[src/rtl/kbw_pkg.sv]
`timescale 1ns/1ps
package kbw_pkg;

    localparam logic [7:0] SC_EXT   = 8'hE0;
    localparam logic [7:0] SC_REL   = 8'hF0;
    localparam logic [7:0] CTRL_RST = 8'h6C;

    localparam int MK_MAX    = 2;
    localparam int BK_MAX    = 3;
    localparam int NUM_BYTES = MK_MAX + BK_MAX;
    localparam int AW        = 3;
    localparam logic [AW-1:0] CTRL_ADDR = AW'(NUM_BYTES);

    typedef enum logic [1:0] {
        FMT_S1_ONE = 2'b00,
        FMT_S1_EXT = 2'b01,
        FMT_S2_ONE = 2'b10,
        FMT_S2_EXT = 2'b11
    } kbw_fmt_e;

    typedef enum logic [1:0] {
        REL_TIMER = 2'b00,
        REL_OTHER = 2'b01,
        REL_BREAK = 2'b10,
        REL_HOLD  = 2'b11
    } kbw_rel_e;

    typedef struct packed {
        logic       lock;
        logic       rsv_hi;
        kbw_rel_e   rel;
        kbw_fmt_e   fmt;
        logic [1:0] rsv_lo;
    } kbw_ctrl_t;

    typedef struct packed {
        logic [MK_MAX-1:0][7:0] mk;
        logic [BK_MAX-1:0][7:0] bk;
        kbw_ctrl_t              ctrl;
    } kbw_cfg_t;

    function automatic logic [1:0] make_len(input logic [1:0] fmt);
        return fmt[0] ? 2'd2 : 2'd1;
    endfunction

    function automatic logic [1:0] break_len(input logic [1:0] fmt);
        case (fmt)
            2'b00:   return 2'd1;
            2'b11:   return 2'd3;
            default: return 2'd2;
        endcase
    endfunction

endpackage

[src/rtl/kbw_regs.sv]
`timescale 1ns/1ps
module kbw_regs
    import kbw_pkg::*;
(
    input  logic          clk,
    input  logic          rst,
    input  logic          rst_bat,
    input  logic          wr,
    input  logic [AW-1:0] addr,
    input  logic [7:0]    wdata,
    output logic [7:0]    rdata,
    output kbw_cfg_t      cfg
);

    logic [NUM_BYTES-1:0][7:0] byte_q;
    kbw_ctrl_t                 ctrl_q;
    logic                      wr_ok;

    assign wr_ok = wr && !ctrl_q.lock && !rst;

    for (genvar i = 0; i < NUM_BYTES; i++) begin : g_byte
        always_ff @(posedge clk) begin
            if (rst_bat) begin
                byte_q[i] <= '0;
            end else if (wr_ok && addr == AW'(i)) begin
                byte_q[i] <= wdata;
            end
        end
    end

    always_ff @(posedge clk) begin
        if (rst_bat) begin
            ctrl_q <= kbw_ctrl_t'(CTRL_RST);
        end else if (rst) begin
            ctrl_q.lock <= 1'b0;
        end else if (wr_ok && addr == CTRL_ADDR) begin
            ctrl_q <= kbw_ctrl_t'(wdata);
        end
    end

    always_comb begin
        rdata = '0;
        if (addr == CTRL_ADDR) begin
            rdata = ctrl_q;
        end else begin
            for (int i = 0; i < NUM_BYTES; i++) begin
                if (addr == AW'(i)) rdata = byte_q[i];
            end
        end
    end

    always_comb begin
        for (int i = 0; i < MK_MAX; i++) cfg.mk[i] = byte_q[i];
        for (int i = 0; i < BK_MAX; i++) cfg.bk[i] = byte_q[MK_MAX + i];
        cfg.ctrl = ctrl_q;
    end

    AST_LOCK_FREEZES: assert property (@(posedge clk) disable iff (rst_bat)
        (ctrl_q.lock && !rst) |=> ($stable(byte_q) && $stable(ctrl_q)))
        else $error("lock did not freeze registers");

endmodule

[src/rtl/kbw_seq_track.sv]
`timescale 1ns/1ps
module kbw_seq_track #(
    parameter int MAXLEN = 2
) (
    input  logic                              clk,
    input  logic                              rst,
    input  logic                              valid,
    input  logic [7:0]                        code,
    input  logic                              suppress,
    input  logic [$clog2(MAXLEN+1)-1:0]       len,
    input  logic [MAXLEN-1:0][7:0]            pat,
    output logic                              hit
);

    localparam int LW = $clog2(MAXLEN + 1);
    localparam int PW = (MAXLEN > 1) ? $clog2(MAXLEN) : 1;

    logic [PW-1:0] pos_q, pos_d, cur;

    always_comb begin
        cur   = (LW'(pos_q) < len) ? pos_q : '0;
        pos_d = pos_q;
        hit   = 1'b0;
        if (valid) begin
            if (suppress) begin
                pos_d = '0;
            end else if (code == pat[cur]) begin
                if (LW'(cur) + LW'(1) == len) begin
                    hit   = 1'b1;
                    pos_d = '0;
                end else begin
                    pos_d = cur + PW'(1);
                end
            end else if (cur != '0 && code == pat[0]) begin
                if (len == LW'(1)) begin
                    hit   = 1'b1;
                    pos_d = '0;
                end else begin
                    pos_d = PW'(1);
                end
            end else begin
                pos_d = '0;
            end
        end
    end

    always_ff @(posedge clk) begin
        if (rst) pos_q <= '0;
        else     pos_q <= pos_d;
    end

    AST_SUPPRESS_CLEARS: assert property (@(posedge clk) disable iff (rst)
        (valid && suppress) |=> (pos_q == '0 && !$past(hit)))
        else $error("suppressed byte advanced a match");

endmodule

[src/rtl/kbw_release.sv]
`timescale 1ns/1ps
module kbw_release
    import kbw_pkg::*;
#(
    parameter int HOLD_TICKS = 16384
) (
    input  logic     clk,
    input  logic     rst,
    input  kbw_rel_e mode,
    input  logic     make_hit,
    input  logic     break_hit,
    input  logic     other_hit,
    input  logic     tick,
    output logic     sts,
    output logic     pme
);

    localparam int CW = (HOLD_TICKS > 1) ? $clog2(HOLD_TICKS) : 1;
    localparam logic [CW-1:0] LAST = CW'(HOLD_TICKS - 1);

    logic [CW-1:0] cnt_q;

    always_ff @(posedge clk) begin
        if (rst) begin
            sts   <= 1'b0;
            pme   <= 1'b0;
            cnt_q <= '0;
        end else begin
            pme <= make_hit;
            if (make_hit) begin
                if (!sts) begin
                    sts   <= 1'b1;
                    cnt_q <= '0;
                end
            end else if (sts) begin
                case (mode)
                    REL_TIMER: if (tick) begin
                        if (cnt_q == LAST) sts <= 1'b0;
                        else               cnt_q <= cnt_q + CW'(1);
                    end
                    REL_OTHER: if (other_hit) sts <= 1'b0;
                    REL_BREAK: if (break_hit) sts <= 1'b0;
                    default:   sts <= 1'b1;
                endcase
            end
        end
    end

    AST_PME_WITH_STS: assert property (@(posedge clk) disable iff (rst)
        pme |-> sts)
        else $error("wake pulse without status");

    AST_RISE_NEEDS_MAKE: assert property (@(posedge clk) disable iff (rst)
        $rose(sts) |-> $past(make_hit))
        else $error("status rose without make");

    AST_TIMER_DROP_ON_TICK: assert property (@(posedge clk) disable iff (rst)
        (!$past(rst) && $fell(sts) && $past(mode) == REL_TIMER) |-> $past(tick))
        else $error("timer release without tick");

    AST_HOLD_MODE: assert property (@(posedge clk) disable iff (rst)
        (sts && mode == REL_HOLD) |=> sts)
        else $error("hold mode released status");

endmodule

[src/rtl/kbwake_decoder.sv]
`timescale 1ns/1ps
module kbwake_decoder
    import kbw_pkg::*;
#(
    parameter int HOLD_TICKS = 16384
) (
    input  logic          clk,
    input  logic          rst,
    input  logic          rst_bat,
    input  logic          reg_wr,
    input  logic [AW-1:0] reg_addr,
    input  logic [7:0]    reg_wdata,
    output logic [7:0]    reg_rdata,
    input  logic          sc_valid,
    input  logic [7:0]    sc_code,
    input  logic          tick,
    output logic          pme_pulse,
    output logic          pwrbtn_sts
);

    kbw_cfg_t   cfg;
    logic       clr;
    logic [1:0] fmt_bits;
    logic       prev_rel_q;
    logic       mk_sup;
    logic       make_hit, break_hit, other_hit;

    assign clr      = rst | rst_bat;
    assign fmt_bits = cfg.ctrl.fmt;

    kbw_regs u_regs (
        .clk     (clk),
        .rst     (rst),
        .rst_bat (rst_bat),
        .wr      (reg_wr),
        .addr    (reg_addr),
        .wdata   (reg_wdata),
        .rdata   (reg_rdata),
        .cfg     (cfg)
    );

    always_ff @(posedge clk) begin
        if (clr)           prev_rel_q <= 1'b0;
        else if (sc_valid) prev_rel_q <= (sc_code == SC_REL);
    end

    assign mk_sup = fmt_bits[1] && prev_rel_q;

    kbw_seq_track #(.MAXLEN(MK_MAX)) u_make (
        .clk      (clk),
        .rst      (clr),
        .valid    (sc_valid),
        .code     (sc_code),
        .suppress (mk_sup),
        .len      (make_len(fmt_bits)),
        .pat      (cfg.mk),
        .hit      (make_hit)
    );

    kbw_seq_track #(.MAXLEN(BK_MAX)) u_break (
        .clk      (clk),
        .rst      (clr),
        .valid    (sc_valid),
        .code     (sc_code),
        .suppress (1'b0),
        .len      (break_len(fmt_bits)),
        .pat      (cfg.bk),
        .hit      (break_hit)
    );

    assign other_hit = sc_valid && sc_code != SC_EXT && sc_code != SC_REL && !make_hit;

    kbw_release #(.HOLD_TICKS(HOLD_TICKS)) u_rel (
        .clk       (clk),
        .rst       (clr),
        .mode      (cfg.ctrl.rel),
        .make_hit  (make_hit),
        .break_hit (break_hit),
        .other_hit (other_hit),
        .tick      (tick),
        .sts       (pwrbtn_sts),
        .pme       (pme_pulse)
    );

    AST_F0_BLOCKS_MAKE: assert property (@(posedge clk) disable iff (clr)
        (sc_valid && fmt_bits[1] && prev_rel_q) |-> !make_hit)
        else $error("make matched after release prefix");

endmodule

[config.mk]
export PLATFORM = sky130hd
export DESIGN_NAME = kbwake_decoder
export DESIGN_NICKNAME = d
export VERILOG_FILES = /design/src/rtl/kbw_pkg.sv /design/src/rtl/kbw_regs.sv /design/src/rtl/kbw_seq_track.sv /design/src/rtl/kbw_release.sv /design/src/rtl/kbwake_decoder.sv
export SDC_FILE = /design/constraint.sdc
export NUM_CORES = 1
export LEC_CHECK = 0
export ABC_AREA = 1
export ABC_CLOCK_PERIOD_IN_PS = 5100
export BUFFER_PORTS_ARGS = -buffer_cell sky130_fd_sc_hd__buf_2
export CAP_MARGIN = 40
export CELL_PAD_IN_SITES_DETAIL_PLACEMENT = 0
export CELL_PAD_IN_SITES_GLOBAL_PLACEMENT = 1
export CORE_MARGIN = 5
export CORE_UTILIZATION = 30
export CTS_BUF_LIST = sky130_fd_sc_hd__clkbuf_16
export DETAILED_ROUTE_END_ITERATION = 12
export PLACE_DENSITY_LB_ADDON = 0.1
export SLEW_MARGIN = 40
export SYNTH_ARGS = -nofsm -noshare
export SYNTH_HDL_FRONTEND = slang
export SYNTH_SLANG_ARGS = --single-unit
[constraint.sdc]
create_clock -name clk -period 5.1 [get_ports clk]
set_clock_uncertainty 0.15 [all_clocks]
set_input_delay 0.255 -clock clk [delete_from_list [all_inputs] [get_ports clk]]
set_output_delay 0.255 -clock clk [all_outputs]
set_load 0.02 [all_outputs]
---- Word-level counts from Yosys, hierarchy flattened ----
Index checks and enable logic that the tools add are counted.
word-level totals
  memories kept ........................... 0
  latch bits .............................. 0
  memory bits (writable) .................. 0
  flip-flop bits (word level) ............. 68
  ROM bits ................................ 0
  input bits .............................. 25
operators by class
  $mul .................................... 0
  order comparisons ....................... 4
  shift operators ......................... 0
  bitwise operators ....................... 2
  add/subtract/negate cells ............... 4
  equal/unequal tests ..................... 22
  reduce and logical (&&, ||, !) cells .... 27
  mux-type cells .......................... 47
  divide/modulo/power cells ............... 0
operators with widths
  operator                                        count
  2-to-1 mux 14 bit                               6
  2-to-1 mux 8 bit                                9
  == test 8 bit                                   4
  2-to-1 mux 1 bit                                25
  binary-select mux 8 bit (select 2 bit)          1
  != test 8 bit (second input constant)           2
  adder 14 x 1 -> 14 bit (second input constant)  1
  == test 14 bit (second input constant)          1
  logical AND 1 bit                               14
  == test 8 bit (second input constant)           1
  2-to-1 mux 2 bit                                4
  nonzero test 2 bit                              4
  == test 2 x 1 -> 1 bit (second input constant)  3
  == test 3 x 2 -> 1 bit (second input constant)  2
  == test 3 bit (second input constant)           2
  AND reduction 5 bit                             1
  == test 2 bit                                   2
  == test 2 bit (second input constant)           2
  logical NOT 2 bit                               2
  != test 2 bit (second input constant)           2
  one-hot mux 2 bit (2 select lines)              1
  == test 3 x 1 -> 1 bit (second input constant)  1
  logical NOT 1 bit                               3
  logical NOT 3 bit                               1
  12 further kinds                                12

---- Depth between registers and ports, before layout ----
  word-level depth ........................ 15
  mapped depth ............................ 21

---- Cells and area by module ----
From an unflattened synthesis, not the netlist that was laid out.
unflattened totals
  cell total of the unflattened synthesis .. 748
  area total of the unflattened synthesis .. 4575.6 um^2
by module, submodules not included
  module                    area an instance (um^2)  cells an instance  times used
  kbw_regs                  2155.8                   309                1
  kbw_release               997.2                    164                1
  kbw_seq_track at u_break  760.7                    144                1
  kbw_seq_track at u_make   505.5                    99                 1
  kbwake_decoder            156.4                    32                 1

---- Least setup slack after synthesis ----
OpenSTA, ideal clock, no wires.
  kind .................................... register to register
  start point ............................. register u_regs.ctrl_q (netlist bit u_regs.cfg[2])
  end point ............................... register u_rel.sts
  arrival ................................. 2.350 ns
  path slack .............................. 2.488 ns
  data required time ...................... 4.838 ns
  cell stages (with the launch flop) ...... 18
  cell sequence ........................... dfxtp_1 -> inv_1 -> ha_1 -> ha_1 -> o21ai_4 -> nand3_1 -> buf_2 -> ha_1 -> a21oi_1 -> o2111ai_1 -> nor3_1 -> nand2_1 -> nand2_1 -> nand3_1 -> nand2_1 -> nand2_1 -> nand2_1 -> nand2_1
on the way
  cells in the longest elaborated chain, start to end .. 15
  elaborated cells on any way between the ends .. 41
  classes of those cells .................. 2 x add/sub; 2 x order compare; 7 x eq/ne; 24 x mux; 6 x reduce/logical
ends and longest elaborated chain
  item                                                                         RTL line           RTL
  start, declared                                                              kbw_regs.sv:16     kbw_ctrl_t ctrl_q;
  start signal, assigned                                                       kbw_regs.sv:33     ctrl_q <= kbw_ctrl_t'(CTRL_RST);
  start signal, assigned                                                       kbw_regs.sv:37     ctrl_q <= kbw_ctrl_t'(wdata);
  parallel branches: the longest is 14 deep, another holds < comparator 2 bit  n/a
  2-to-1 mux 1 bit *                                                           kbw_release.sv:30  if (make_hit) begin
  end signal, assigned                                                         kbw_release.sv:32  sts <= 1'b1;
  end signal, assigned                                                         kbw_release.sv:41  REL_OTHER: if (other_hit) sts <= 1'b0;
  end signal, assigned                                                         kbw_release.sv:42  REL_BREAK: if (break_hit) sts <= 1'b0;
  end, declared                                                                kbw_release.sv:14  output logic sts,
Mark *: on every way between the ends. The select of a mux whose other input is x is not followed.
A chain may end at the register's enable or synchronous reset.

---- Final worst setup path ----
Same ends and word-level chain as after synthesis.

==> results.py <==
metrics = {
    "global_route": {
        "grt_overflow": 0,
        "grt_max_degree": 45,
        "antenna_found_initial": 0,
        "grt_pass1_vias": 3761,
        "grt_use_total_pct": 18.2,
        "grt_first_pass_wirelength_um": 22200,
    },
    "worst_setup_path": {
        "reg2reg_from": "u_regs.cfg[2]",
        "criticalPathCategory": "register to register",
        "crit_chain": "inv_1 > ha_1 > ha_1 > o21ai_4 > nand3_1 > ha_1 > a21oi_1 > o2111ai_1 > nor3_1 > nand2_1 > nand2_1 > nand3_1 > nand2_1 > nand2_1 > nand2_1 > nand2_1",
        "cp.required_ns": 5.18,
        "r2r_end": "u_rel.sts",
        "slowest_stage": "nand3_1",
        "cp_common_cell": "nand2_1",
        "arrival_ns": 3.32,
        "critPathCaptureType": "register",
        "critPathMaxStageDelay_ns": 0.42,
        "cp-startpoint": "u_regs.cfg[2]",
        "rr_worst_depth": 16,
        "crit_path_max_fanout": 11,
        "critPathTopFamily": "simple AND/OR/NAND/NOR gates",
        "rrSetupSlack_ns": 1.86,
        "worst-path-buf-inv": 1,
        "start_kind": "register",
    },
    "logic_synthesis": {
        "ys_warn_count": 0,
        "ys_seq_elements": 68,
        "synth_seq_area_share_pct": 33.9,
        "ys_async_sr_fraction_pct": 0,
        "mappedNetlistArea_um2": 4020,
        "synth_edf_count": 0,
        "syn-num-nets": 620,
        "yosysUniqueCellTypes": 37,
        "ys.flop_type": "dfxtp_1",
        "synth_cells": 591,
        "syn_avg_cell_area_um2": 6.80,
    },
    "power": {
        "power_switching_mw": 0.331,
        "p_leak_nw": 1.95,
        "combPwrFrac_pct": 9.8,
        "clkPwrFrac_pct": 45.7,
        "power.internal_mw": 0.898,
        "powerDensity_nw_per_um2": 269,
        "pwr-share-seq_pct": 44.6,
        "fin_total_pwr_mw": 1.23,
        "swShare_pct": 27.0,
        "vdd_ir_drop_max_uv": 144,
    },
    "detailed_routing": {
        "drt-vias-per-instance": 5.11,
        "dr.pass1.iters": 5,
        "wl_per_cell_um": 18.1,
        "routed_wl_um": 14300,
        "ant_nets": 0,
        "route.detailed.drc": 0,
        "num_vias": 4059,
        "drt_iter0_drc": 332,
    },
    "run_status": {
        "status": "completed",
    },
    "sta": {
        "layout_min_cycle_time_ns": 3.24,
        "relSlewSlack_pct": 47.8,
        "worstMarginPinSlew_ns": 0.782,
        "final_max_slew_viol_count": 0,
        "rsz0062_at_grt": "no",
        "finalCritPeriodShare_pct": 63.6,
        "clock.fmax_ghz": 0.308,
        "final_hold_viol_count": 0,
        "fin_ws_ns": 1.86,
        "finalSetupTns_ns": 0,
        "setup-violations-final": 0,
    },
    "die": {
        "pin_count": 35,
        "dieArea_um2": 15800,
        "coreArea_um2": 13200,
        "rows": 42,
        "die_w_um": 126,
        "dieHeight_um": 126,
        "initial_core_util_pct": 30.5,
    },
    "hold_path": {
        "hold_class": "input port to register",
        "hold_path_end": "u_rel.cnt_q[0]",
        "hp-start": "rst",
        "hold_depth": 4,
    },
    "cells_and_area": {
        "antenna_cells": 0,
        "nets": 643,
        "fillers": 1475,
        "syn_to_final_growth_pct": 13.8,
        "layout-drive-gt1-share_pct": 10.8,
    },
    "clock_network": {
        "root_buffer": "clkbuf_16",
        "cts_buffer_depth": 2,
        "path_clk_slew_ns": 0.06,
        "clock_sink_count": 68,
        "cts_hold_buf": 0,
        "post_cts_buffers": 0,
        "post_cts_resized": 0,
        "cts_buffers": 9,
        "clk_latency_ns": 0.34,
        "htreeDepth": 3,
        "tritoncts": "built",
    },
    "placed_design": {
        "hpwl_um": 10900,
        "gp_congestion": 0.844,
        "post-place-ws_ns": 1.89,
        "port_buffers": 34,
    },
    "run": {
        "cap_viol_max_count": 0,
    },
}
-- area by class of cell --
type	instances	area, um^2	area share [%]
Multi-Input combinational cell	425	2280	49.8
Sequential cell	68	1360	29.8
Inverter	76	285	6.24
Clock buffer	9	225	4.92
Tap cell	176	220	4.81
Timing Repair Buffer	34	170	3.72
Clock inverter	6	32.5	0.711
-- synthesized netlist by cell type (4+ instances only) --
master     number  area share (%)
nand3_1        30             3.7
clkbuf_1       17             1.6
nor3_1         11             1.4
o2111ai_1       4            0.87
a21oi_1        55             6.8
o21ai_0        58             7.2
nor2_1         65             6.1
ha_1            4             1.2
nand2_1        96             9.0
o221ai_1        4            0.87
inv_1          75             7.0
nand3b_1        4            0.75
a221oi_1        8             1.7
xnor2_1         6             1.3
nand3_2        10             2.5
o22ai_1         6            0.93
dfxtp_1        68              34
xor2_1         22             4.8
nand4_1        25             3.9
-- state kept, by name, indices dropped and copies added, names as in the netlist --
register and cells:
u_regs.cfg 48, prev_rel_q 1, u_break.pos_q 2, u_make.pos_q 1, u_rel.cnt_q 14, u_rel.pme 1, u_rel.sts 1
-- worst max-delay path by stage --
stage,endpoint,cells past startpoint
finish,u_rel.sts,16
CTS,u_rel.sts,16
global route,u_rel.sts,16
floorplan,u_rel.sts,17
detailed placement,u_rel.sts,16
global placement,u_rel.sts,16
-- routing by layer --
layer	wire, um	vias up	GRT usage [%]
li1	-	2045	-
met4	315	0	6.37
met5	0	-	0
met3	579	20	2.58
met1	7390	1887	27.4
met2	6050	107	26.3
-- cells by family (layout without fill, tap and decap cells) --
| kind of cell | count (synthesis) | in the layout | share of synthesized area [%] |
|---|---|---|---|
| AOI/OAI and AO/OA | 143 | 143 | 20.2 |
| DFF | 68 | 68 | 33.9 |
| buffers and inverters | 98 | 125 | 9.77 |
| and+or+nand+nor | 250 | 250 | 28.8 |
| xor gates and xnor gates | 28 | 28 | 6.10 |
| adders and majority gates | 4 | 4 | 1.24 |
-- per-stage QoR --
stage / std cells / util (%) / instance area, um^2 / hold slack (ns)
after floorplan: 591 / - / 4020 / 0.205
after global placement: 779 / 32.6 / 4300 / 0.297
after detailed placement: 779 / 32.7 / 4310 / 0.299
after CTS: 794 / 34.7 / 4570 / 0.0531
after global routing: 794 / 34.7 / 4570 / 0.0922
final: 794 / 34.7 / 4570 / 0.0645
-- placed cells by master (no fill, tap or decap), types with 2 or more instances in the layout --
master | netlist | layout
a21oi_1 | 55 | 55
a221oi_1 | 8 | 8
buf_2 | 2 | 34
clkbuf_16 | 0 | 9
clkinv_1 | 1 | 2
clkinv_2 | 0 | 4
dfxtp_1 | 68 | 68
ha_1 | 4 | 4
inv_1 | 75 | 74
nand2_1 | 96 | 96
nand3_1 | 30 | 30
nand3_2 | 10 | 10
nand3b_1 | 4 | 4
nand4_1 | 25 | 25
nor2_1 | 65 | 64
nor2_2 | 1 | 2
nor3_1 | 11 | 9
nor3_2 | 1 | 3
o2111ai_1 | 4 | 4
o21ai_0 | 58 | 58
o21ai_1 | 3 | 3
o221ai_1 | 4 | 4
o22ai_1 | 6 | 6
xnor2_1 | 6 | 6
xor2_1 | 22 | 22
-- power groups by stage --
stage	clock, mW	sequential, mW	combinational, mW
6_report	0.561	0.548	0.120
5_1_grt	0.595	0.549	0.134
4_1_cts	0.574	0.548	0.120
3_5_place_dp	0	0.559	0.120
3_3_place_gp	0	0.559	0.120
2_1_floorplan	0	0.555	0.0718
-- tightest hold or removal path: stages --
cell	delay (ns)
buf_2	0.09
nor2_1	0.05
o21ai_0	0.06
a21oi_1	0.04
Power figures use the tool's default switching activity.
